--- src/rtl/i2cw_pkg.sv ---
// Package: shared types for the I2C receive interrupt/wait controller.
// Assumes nothing beyond IEEE 1800-2017.
package i2cw_pkg;
    // Which interrupt point raised the current pending request
    typedef enum logic {
        SRC_ACK_CLK = 1'b0,
        SRC_EARLY   = 1'b1
    } irq_src_e;
endpackage

--- src/rtl/i2cw_gate.sv ---
// Module: i2cw_gate
// Decides whether the early (8th-clock) interrupt is effective.
// Assumes mode flags are stable levels from the shift engine / control regs.
module i2cw_gate (
    input  logic early_en,
    input  logic ack_clk_en,
    input  logic xmit,
    input  logic addr_phase,
    output logic early_ok
);
    // Early point only for received data bytes with an ACK clock
    always_comb begin
        early_ok = early_en && ack_clk_en && !xmit && !addr_phase;
    end
endmodule

--- src/rtl/i2cw_wait_flag.sv ---
// Module: i2cw_wait_flag
// Holds the hidden wait flag: armed by a data write, cleared by an ACK-bit
// write, forced to 0 whenever the early interrupt is not effective.
// Assumes write strobes are single-cycle and synchronous to clk.
module i2cw_wait_flag (
    input  logic clk,
    input  logic rst_n,
    input  logic early_ok,
    input  logic wr_data,
    input  logic wr_ackbit,
    output logic wait_q
);
    // Update wait flag from the register write strobes
    always_ff @(posedge clk) begin
        if (!rst_n)          wait_q <= 1'b0;
        else if (!early_ok)  wait_q <= 1'b0;
        else if (wr_data)    wait_q <= 1'b1;
        else if (wr_ackbit)  wait_q <= 1'b0;
    end
endmodule

--- src/rtl/i2cw_pend.sv ---
// Module: i2cw_pend
// Tracks one pending interrupt request and its source, emits the interrupt
// pulse and the SCL hold, and releases on the matching restart write.
// Assumes a new interrupt point never coincides with a restart write.
module i2cw_pend
    import i2cw_pkg::*;
#(
    parameter bit HOLD_ENABLE = 1'b1
) (
    input  logic clk,
    input  logic rst_n,
    input  logic fire_early,
    input  logic fire_ack,
    input  logic wr_data,
    input  logic wr_ackbit,
    output logic pend_n,
    output logic irq_pulse,
    output logic scl_hold
);
    logic     pending_q;
    irq_src_e src_q;
    logic     release_hit;

    // Restart write that matches the recorded interrupt point
    always_comb begin
        release_hit = (src_q == SRC_EARLY) ? wr_ackbit : wr_data;
    end

    // Pending state, source capture and one-cycle interrupt pulse
    always_ff @(posedge clk) begin
        if (!rst_n) begin
            pending_q <= 1'b0;
            src_q     <= SRC_ACK_CLK;
            irq_pulse <= 1'b0;
        end else begin
            irq_pulse <= fire_early || fire_ack;
            if (fire_ack) begin
                pending_q <= 1'b1;
                src_q     <= SRC_ACK_CLK;
            end else if (fire_early) begin
                pending_q <= 1'b1;
                src_q     <= SRC_EARLY;
            end else if (pending_q && release_hit) begin
                pending_q <= 1'b0;
            end
        end
    end

    assign pend_n = !pending_q;

    // Variant: clock stretching on a pending request, or never
    generate
        if (HOLD_ENABLE) begin : g_hold
            assign scl_hold = pending_q;
        end else begin : g_nohold
            assign scl_hold = 1'b0;
        end
    endgenerate
endmodule

--- src/rtl/i2c_rx_irq_wait.sv ---
// Module: i2c_rx_irq_wait (top)
// Chooses the byte interrupt point (8th or 9th SCL falling edge), keeps the
// hidden wait flag, and holds SCL while a request is pending.
// Assumes clk8_fall/clk9_fall are single-cycle strobes from the shift engine.
module i2c_rx_irq_wait #(
    parameter bit HOLD_ENABLE = 1'b1
) (
    input  logic clk,
    input  logic rst_n,
    input  logic early_en,
    input  logic ack_clk_en,
    input  logic xmit,
    input  logic addr_phase,
    input  logic clk8_fall,
    input  logic clk9_fall,
    input  logic wr_data,
    input  logic wr_ackbit,
    output logic pend_n,
    output logic irq_pulse,
    output logic scl_hold,
    output logic wait_rd
);
    logic early_ok;
    logic wait_q;
    logic fire_early;
    logic fire_ack;

    i2cw_gate u_gate (
        .early_en   (early_en),
        .ack_clk_en (ack_clk_en),
        .xmit       (xmit),
        .addr_phase (addr_phase),
        .early_ok   (early_ok)
    );

    i2cw_wait_flag u_wait (
        .clk       (clk),
        .rst_n     (rst_n),
        .early_ok  (early_ok),
        .wr_data   (wr_data),
        .wr_ackbit (wr_ackbit),
        .wait_q    (wait_q)
    );

    // Interrupt points: 8th clock only when armed, 9th clock always
    always_comb begin
        fire_early = clk8_fall && early_ok && wait_q;
        fire_ack   = clk9_fall;
    end

    i2cw_pend #(.HOLD_ENABLE(HOLD_ENABLE)) u_pend (
        .clk        (clk),
        .rst_n      (rst_n),
        .fire_early (fire_early),
        .fire_ack   (fire_ack),
        .wr_data    (wr_data),
        .wr_ackbit  (wr_ackbit),
        .pend_n     (pend_n),
        .irq_pulse  (irq_pulse),
        .scl_hold   (scl_hold)
    );

    assign wait_rd = wait_q;
endmodule

--- config.mk ---
export PLATFORM = sky130hd
export DESIGN_NAME = i2c_rx_irq_wait
export DESIGN_NICKNAME = d
export VERILOG_FILES = /design/src/rtl/i2cw_pkg.sv /design/src/rtl/i2cw_gate.sv /design/src/rtl/i2cw_wait_flag.sv /design/src/rtl/i2cw_pend.sv /design/src/rtl/i2c_rx_irq_wait.sv
export SDC_FILE = /design/constraint.sdc
export NUM_CORES = 1
export LEC_CHECK = 0
export BUFFER_PORTS_ARGS = -buffer_cell sky130_fd_sc_hd__buf_2
export CAP_MARGIN = 20
export CELL_PAD_IN_SITES_DETAIL_PLACEMENT = 1
export CELL_PAD_IN_SITES_GLOBAL_PLACEMENT = 1
export CORE_AREA = 2 2 39 41
export DETAILED_ROUTE_END_ITERATION = 8
export DIE_AREA = 0 0 41 43
export PLACE_DENSITY = 0.52
export RECOVER_POWER = 100
export SLEW_MARGIN = 40
export SYNTH_ARGS = -nofsm -noshare
export SYNTH_HDL_FRONTEND = slang
export SYNTH_HIERARCHICAL = 1
export SYNTH_SLANG_ARGS = --single-unit
--- constraint.sdc ---
create_clock -name clk -period 0.99 [get_ports clk]
set_input_delay 0 -clock clk [delete_from_list [all_inputs] [get_ports clk]]
set_output_delay 0 -clock clk [all_outputs]
set_load 0.1 [all_outputs]
==> key figures, run 1 <==
Cells and area
  – Final Non-Filler Cells: 48
  – Final core utilization: 0.228
  – Layout cells sized above 1: 0.688
  – Filler cells: 170
  – Diodes inserted: 0
  – Nets@finish: 44
  – Area growth syn-to-layout: 102%

Drt
  – First-pass iteration count of the detailed router: 1
  – Via Count: 179
  – WL met2: 220 um
  – Top Metal Used: met3
  – DRC: 0
  – Vias per Instance: 3.73
  – Wire per inst: 10.9 um
  – Iter 0 DRT Violations: 0
  – Routed WL: 522 um
  – DR WL met3: 93 um
  – Detail Route Antenna Nets: 0
  – Routed metal-1 wire length: 209 um

Global route
  – GRT Overall Usage: 0.0795
  – Largest net degree at the start of global routing: 5
  – Number of global-route vias before repair: 207
  – First-pass GRT wire length: 869 um
  – Grt total ovfl: 0
  – Initial antenna violation count: 0

STA
  – Final period utilization: 0.964
  – Final Hold Viols: 0
  – Final Skew: 0.478 ps
  – Slew HR: 0.801
  – # setup viols final: 0
  – Achievable clock frequency: 1050 MHz
  – RSZ-0062 raised after global routing: true
  – Post-route minimum period: 955 ps
  – Max Transition Viols Final: 0
  – WHS: 30.9 ps
  – Tightest Pin Transition: 301 ps

Die
  – Core Footprint: 1380 um2
  – IO Count: 14
  – Die W: 41 um
  – Full die area: 1760 um2
  – Die height: 43 um
  – Cell row count: 14
  – Initial Utilization: 0.113

Worst setup path
  – Crit-path max FO: 2
  – CP Class: register to register
  – Reg2reg setup slack: 40 ps
  – Worst reg2reg path startpoint: u_wait/wait_q
  – Critical path's slowest cell: dfxtp_4
  – Setup crit start: u_wait/wait_q
  – Critical Path AT: 1080 ps
  – Delay of the slowest critical-path stage: 330 ps
  – Startpoint types: register
  – WP data required: 1110 ps
  – CP Cell Sequence: and3_4 > o21a_1 > a31o_1
  – CP Capture Type: register

Logic synthesis
  – Synthesized flop and latch total: 4
  – Area leader, netlist: dfxtp_1
  – Avg Inst Size Synth: 11.2 um2
  – Mapped Cells: 14
  – Synth cell types: 11
  – Syn nets: 24
  – Synth top area share: 0.512
  – Mapped Area: 156 um2
  – Area contributors post-synth: dfxtp_1, and4bb_2, mux2i_1
  – Yosys warns: 6
  – Register area share after synthesis: 0.512

Placement
  – DP HPWL: 433 um
  – Dpl cells: 44
  – Placer congestion estimate: 0.585
  – Port Buffers: 13

Clocking
  – Clock transition at the registers of the reported paths: 40 ps
  – Clock sinks: 4
  – Root Driver: clkbuf_4
  – Clock latency on the worst-skew pair: 230 ps
  – CTS tree: built
  – H-tree levels: 1
  – Max Root-Sink Buffers: 2
  – Post-CTS Resized: 0
  – TritonCTS buffer count: 3

Pwr
  – Worst VDD drop: 0.445 mV
  – Leak Pwr: 0.148 nW
  – PwrDens: 1550 nW/um2
  – Overall Power: 0.490 mW

Worst hold path
  – Critical hold path startpoint: wr_data
  – Worst min-delay path category: primary input to register

Job
  – MaxCap Viol Count: 0

Run status
  – Status: finished clean
## power by group
group	internal (mW)	leakage, nW	total [mW]	switching, mW
logic	0.0361	0.100	0.116	0.0800
clock network	0.136	0.0138	0.204	0.0685
registers	0.165	0.0342	0.170	0.00465
## path summary, 6_finish.rpt
check                                        to  cells after the start
worst max-delay path            u_pend/scl_hold                      3
worst max register to register  u_pend/scl_hold                      3
worst min register to register  u_pend/scl_hold                      1
worst min-delay path              u_wait/wait_q                      2
## Yosys cell counts (all sizes together)
cell	instances
nor3b	1
and4bb	1
nor2	1
mux2i	1
o211a	1
o21a	1
nor2b	1
inv	1
dfxtp	4
a31o	1
and3	1
## critical path, delay by kind of cell (launching register included)
family / cells / cell delay (ps)
AOI/OAI and AO/OA: 2 / 360
and+or+nand+nor: 1 / 160
DFF: 1 / 330
## cell families (layout without fill, tap and decap cells)
group,Yosys count,count (layout),share of synthesized area
flops,4,4,0.512
compound gates,3,3,0.168
mux,1,1,0.0640
simple gates,5,5,0.232
buf+inv,1,19,0.0240
## metrics by stage
step                      worst slack, ps  setup TNS, ps  area, um2
after global routing                -5.70          -5.70        315
final                                35.3              0        315
after global placement               44.1              0        325
after CTS                            32.9              0        358
after detailed placement             37.0              0        325
after floorplan                     -91.5           -150        173
## area by class of cell
type | instances | area [um2] | area share
Tap cell | 16 | 20.0 | 0.0635
Timing Repair Buffer | 15 | 100 | 0.317
Clock buffer | 3 | 22.5 | 0.0714
Sequential cell | 4 | 87.6 | 0.278
Multi-Input combinational cell | 9 | 77.6 | 0.246
Inverter | 1 | 7.51 | 0.0238
## state kept, by name, indices dropped and copies added (netlist names)
| name | cells |
|---|---|
| u_wait/wait_q | 1 |
| u_pend/irq_pulse | 1 |
| u_pend/scl_hold | 1 |
| u_pend/src_q | 1 |
## placed cells by master, fill, tap and decap left out, types with 2 or more instances in the layout
cell type,n
buf_4,2
dfxtp_1,2
dfxtp_4,2
clkbuf_4,4
buf_2,9
buf_6,2
## what timing repair did
action,CTS,global route
hold buffers,1,0
hold endpoints to repair,1,0
setup endpoints to repair,0,1
buffers inserted,0,0
## layer usage
layer / vias up / GRT usage
met5: - / 0
met4: 0 / 0.0400
met3: 0 / 0.0681
met2: 13 / 0.100
met1: 79 / 0.0906
li1: 87 / -
No activity file was read; power rests on OpenSTA's default activity.
==> run 2, diff against run 1 <==
--- a/config.mk
+++ b/config.mk
@@ -14,6 +14,7 @@
 export DIE_AREA = 0 0 41 43
 export PLACE_DENSITY = 0.52
 export RECOVER_POWER = 100
+export SETUP_SLACK_MARGIN = 0.4
 export SLEW_MARGIN = 40
 export SYNTH_ARGS = -nofsm -noshare
 export SYNTH_HDL_FRONTEND = slang
==> run 2 against run 1 <==
The run now ends with negative hold slack left. Combinational power is essentially flat. Clock power increased by 12%. Largest cell class unchanged. Maximum frequency decreased by 1.4%.
==> key figures, run 2 (synthesis results as in run 1) <==
Cells and area
  – Layout cells sized above 1: 0.794
  – Most frequent cells in the layout: buf_2, clkbuf_4, buf_4
  – Area growth syn-to-layout: 113%
  – Most common cell after layout, fill and taps aside: buf_2
  – Filler cells: 178
  – Nets@finish: 45
  – Diodes inserted: 0

Worst setup path
  – Worst Setup EP: u_pend/scl_hold
  – Worst reg2reg path startpoint: u_wait/wait_q
  – Reg2reg path depth: 3
  – WP data required: 1120 ps
  – Crit-path max FO: 2
  – FF-to-FF End: u_pend/scl_hold
  – Startpoint types: register
  – Critical Path AT: 1100 ps
  – Reg2reg setup slack: 20 ps
  – Setup crit start: u_wait/wait_q
  – CP Capture Type: register
  – CP Class: register to register

Drt
  – Iter 0 DRT Violations: 1
  – Routed WL: 573 um
  – Detail Route Antenna Nets: 0
  – Vias per Instance: 3.80
  – First-pass iteration count of the detailed router: 2
  – DRC: 0
  – Wire per inst: 11.5 um
  – Via Count: 190

Pwr
  – Overall Power: 0.515 mW
  – Sw frac: 0.317
  – Share of total power in combinational logic: 0.227
  – Sequential power share: 0.328
  – Worst VDD drop: 0.455 mV
  – Psw: 0.163 mW
  – Leak Pwr: 0.157 nW
  – Clock share of power: 0.445
  – PwrDens: 1550 nW/um2
  – Internal Pwr Total: 0.351 mW

Clocking
  – Clock sinks: 4
  – H-tree levels: 1
  – Clock latency on the worst-skew pair: 240 ps
  – Root Driver: clkbuf_4
  – TritonCTS buffer count: 3
  – CTS tree: built
  – Clock transition at the registers of the reported paths: 40 ps
  – Max Root-Sink Buffers: 2

Die
  – Die W: 41 um
  – Cell row count: 14
  – Core Footprint: 1380 um2
  – IO Count: 14
  – Die height: 43 um
  – Initial Utilization: 0.113
  – Full die area: 1760 um2

Global route
  – GRT Overall Usage: 0.0824
  – Initial antenna violation count: 0
  – Grt total ovfl: 0
  – First-pass GRT wire length: 890 um
  – Number of global-route vias before repair: 231
  – Largest net degree at the start of global routing: 5

STA
  – Max Transition Viols Final: 0
  – Final Skew: 3.47 ps
  – Post-route minimum period: 969 ps
  – Achievable clock frequency: 1030 MHz
  – RSZ-0062 raised after global routing: true
  – Slew HR: 0.799
  – Tightest Pin Transition: 303 ps
  – # setup viols final: 0
  – Final period utilization: 0.978
  – Final TNS setup: 0 ps
  – Final Hold Viols: 1
  – WHS: -47.7 ps

Placement
  – DP HPWL: 412 um
  – Port Buffers: 13
  – Placer congestion estimate: 0.522

Worst hold path
  – Worst Hold Depth: 2
  – Worst min-delay path category: primary input to register

Run status
  – Violated checks: negative hold slack
  – Status: finished, violations left

Job
  – MaxCap Viol Count: 0
-- run 2: cell count changes in the layout (fill, tap and decap cells not counted), sizes merged --
cell / change
clkbuf: +1
dlygate4sd3: -1
buf: +2
-- run 2: worst max-delay path, stage by stage, from the launching register on --
cell and delay [ps]:
dfxtp_4 330, and3_4 160, o21a_1 180, a31o_1 180
-- run 2: power groups by stage --
stage | sequential, mW | combinational (mW) | clock, mW
floorplan | 0.212 | 0.0333 | 0
global placement | 0.174 | 0.132 | 0
detailed placement | 0.175 | 0.134 | 0
CTS | 0.172 | 0.138 | 0.244
global route | 0.170 | 0.122 | 0.259
finish | 0.169 | 0.117 | 0.229
-- run 2: area by class of cell --
type | instances | area [um2] | share of cell area
Clock buffer | 4 | 26.3 | 0.0789
Tap cell | 16 | 20.0 | 0.0602
Sequential cell | 4 | 91.3 | 0.274
Multi-Input combinational cell | 9 | 82.6 | 0.248
Inverter | 1 | 7.51 | 0.0226
Timing Repair Buffer | 16 | 105 | 0.316
-- run 2: metrics by stage --
stage | instance area, um2 | instances | setup slack (ps) | util
global route | 333 | 50 | -14.3 | 0.241
global placement | 322 | 43 | 16.1 | 0.232
detailed placement | 322 | 43 | 8.09 | 0.232
floorplan | 176 | 14 | -90.3 | -
finish | 333 | 50 | 21.4 | 0.241
CTS | 363 | 49 | 6.32 | 0.262
-- run 2: worst min-delay path by stage --
stage	start	end	slack [ps]
after floorplan	clk9_fall	u_pend/src_q	80
after global placement	clk9_fall	u_pend/src_q	180
after detailed placement	clk9_fall	u_pend/src_q	190
after CTS	clk9_fall	u_pend/src_q	-60
after global routing	clk9_fall	u_pend/src_q	-50
final	clk9_fall	u_pend/src_q	-50
-- run 2: metal layers --
metal,part of all wire,vias up,GRT usage
met5,0,-,0
met4,0,0,0.0800
met3,0.16,0,0.0471
met2,0.45,14,0.106
met1,0.39,85,0.0871
li1,-,91,-
-- run 2: timing repair --
action,CTS,global route
gates cloned,0,0
hold endpoints to repair,1,1
setup endpoints to repair,8,8
pin swaps,1,2
setup buffers,2,1
gates resized for setup,0,3
==> run 3, diff against run 2 <==
--- a/config.mk
+++ b/config.mk
@@ -6,13 +6,12 @@
 export NUM_CORES = 1
 export LEC_CHECK = 0
 export BUFFER_PORTS_ARGS = -buffer_cell sky130_fd_sc_hd__buf_2
-export CAP_MARGIN = 20
 export CELL_PAD_IN_SITES_DETAIL_PLACEMENT = 1
 export CELL_PAD_IN_SITES_GLOBAL_PLACEMENT = 1
 export CORE_AREA = 2 2 39 41
 export DETAILED_ROUTE_END_ITERATION = 8
 export DIE_AREA = 0 0 41 43
-export PLACE_DENSITY = 0.52
+export PLACE_DENSITY = 0.51
 export RECOVER_POWER = 100
 export SETUP_SLACK_MARGIN = 0.4
 export SLEW_MARGIN = 40
==> constraint.sdc (replaced) <==
create_clock -name clk -period 1.05 [get_ports clk]
set_input_delay 0.1575 -clock clk [delete_from_list [all_inputs] [get_ports clk]]
set_output_delay 0.1575 -clock clk [all_outputs]
set_load 0.1 [all_outputs]
==> run 3 against run 2 <==
The flow now finishes without violations. Die area unchanged. Combinational power is 4% higher. Core utilization up 1.4 points. Non-clock buffer count decreased by 2. Worst setup slack worse by 3.6 ps. Clock skew rose by 6.3 ps. Final cell count is 4.0% lower. Critical path depth down 1. First-iteration DRC count decreased by 100%. Critical endpoint is now pend_n. Largest cell class unchanged.
==> key figures, run 3 (synthesis results as in run 1) <==
Clocking
  – Clock sinks: 4
  – Max Root-Sink Buffers: 2
  – CTS tree: built
  – CTS Hold Buffers Added: 0
  – Root Driver: clkbuf_4
  – Clock latency on the worst-skew pair: 240 ps
  – TritonCTS buffer count: 3
  – Clock transition at the registers of the reported paths: 50 ps
  – H-tree levels: 1

Global route
  – Initial antenna violation count: 0
  – Largest net degree at the start of global routing: 5
  – GRT Overall Usage: 0.0673
  – Grt total ovfl: 0
  – Number of global-route vias before repair: 218
  – First-pass GRT wire length: 690 um

Drt
  – First-pass iteration count of the detailed router: 1
  – Routed WL: 502 um
  – Iter 0 DRT Violations: 0
  – Wire per inst: 10.5 um
  – DRC: 0
  – Detail Route Antenna Nets: 0
  – Via Count: 186
  – Vias per Instance: 3.88

Worst setup path
  – Reg2reg path depth: 3
  – Startpoint types: register
  – Setup crit start: u_pend/scl_hold
  – Crit-path max FO: 3
  – Reg2reg setup slack: 70 ps
  – CP Class: register to output pin
  – CP Capture Type: output pin
  – Worst reg2reg path startpoint: u_wait/wait_q
  – Critical Path AT: 870 ps
  – Worst Setup EP: pend_n
  – FF-to-FF End: u_pend/scl_hold
  – WP data required: 890 ps

Pwr
  – Share of total power in combinational logic: 0.245
  – Leak Pwr: 0.162 nW
  – Internal Pwr Total: 0.346 mW
  – Clock share of power: 0.429
  – Psw: 0.154 mW
  – PwrDens: 1420 nW/um2
  – Sequential power share: 0.326
  – Worst VDD drop: 0.228 mV
  – Sw frac: 0.309

Job
  – MaxCap Viol Count: 0

Die
  – Core Footprint: 1380 um2
  – Initial Utilization: 0.113
  – IO Count: 14
  – Die W: 41 um
  – Cell row count: 14
  – Die height: 43 um
  – Full die area: 1760 um2

STA
  – Slew HR: 0.866
  – # setup viols final: 0
  – WHS: 114 ps
  – RSZ-0062 raised after global routing: true
  – Post-route minimum period: 1030 ps
  – Final Hold Viols: 0
  – Max Transition Viols Final: 0
  – Tightest Pin Transition: 201 ps
  – Final period utilization: 0.983
  – Final Skew: 9.81 ps
  – Achievable clock frequency: 969 MHz

Worst hold path
  – Worst Hold Depth: 2
  – Worst min-delay path category: primary input to register

Cells and area
  – Most frequent cells in the layout: buf_2, clkbuf_4, buf_6
  – Diodes inserted: 0
  – Layout cells sized above 1: 0.750
  – Most common cell after layout, fill and taps aside: buf_2
  – Final instance area: 353 um2
  – Area growth syn-to-layout: 126%
  – Nets@finish: 43

Placement
  – Port Buffers: 13
  – Placer congestion estimate: 0.580
  – Post-DP Area: 322 um2

Run status
  – Status: finished clean
## run 3: power by group through the flow
stage	sequential (mW)	clock [mW]	combinational (mW)
after floorplan	0.200	0	0.0314
after global placement	0.164	0	0.125
after detailed placement	0.165	0	0.126
after CTS	0.162	0.226	0.126
after global routing	0.164	0.235	0.127
final	0.163	0.215	0.122
## run 3: final cells by class
class,instances,area (um2)
sequential,4,87.6
clock buffer,4,26.3
tap,16,20.0
inverter,1,7.51
fill,161,1030
timing repair buffer,14,119
multi-input combinational,9,92.6
## run 3: layer usage
layer  wire length, um  track usage  up-vias
li1                  -            -       87
met3                42       0.0157        2
met5                 0            0        -
met4                17        0.120        0
met2               312        0.109        8
met1               130       0.0354       89
## run 3: timing repair
| action | 4_1_cts | 5_1_grt |
|---|---|---|
| gates resized for setup | 0 | 6 |
| buffers inserted | 0 | 1 |
| endpoints found under the setup margin | 8 | 8 |
| pin swaps | 0 | 1 |
## run 3: through the flow
stage | cells | total power, mW | setup slack (ps) | setup TNS [ps] | utilization
global placement | 43 | 0.289 | -41.7 | -41.7 | 0.232
global route | 48 | 0.525 | -17.5 | -17.5 | 0.255
CTS | 47 | 0.514 | 3.84 | 0 | 0.251
finish | 48 | 0.500 | 17.7 | 0 | 0.255
floorplan | 14 | 0.232 | -141 | -171 | -
detailed placement | 43 | 0.290 | -63.0 | -63.0 | 0.232
## run 3: worst min-delay path by stage
stage | end | start
finish | u_pend/src_q | clk9_fall
global route | u_pend/src_q | clk9_fall
CTS | u_pend/src_q | clk9_fall
detailed placement | u_pend/src_q | clk9_fall
global placement | u_pend/src_q | clk9_fall
floorplan | u_pend/src_q | clk9_fall
## run 3: critical path, cell delays in order, from the launching register on
cell	delay (ps)
dfxtp_4	370
clkinvlp_4	90
buf_12	170
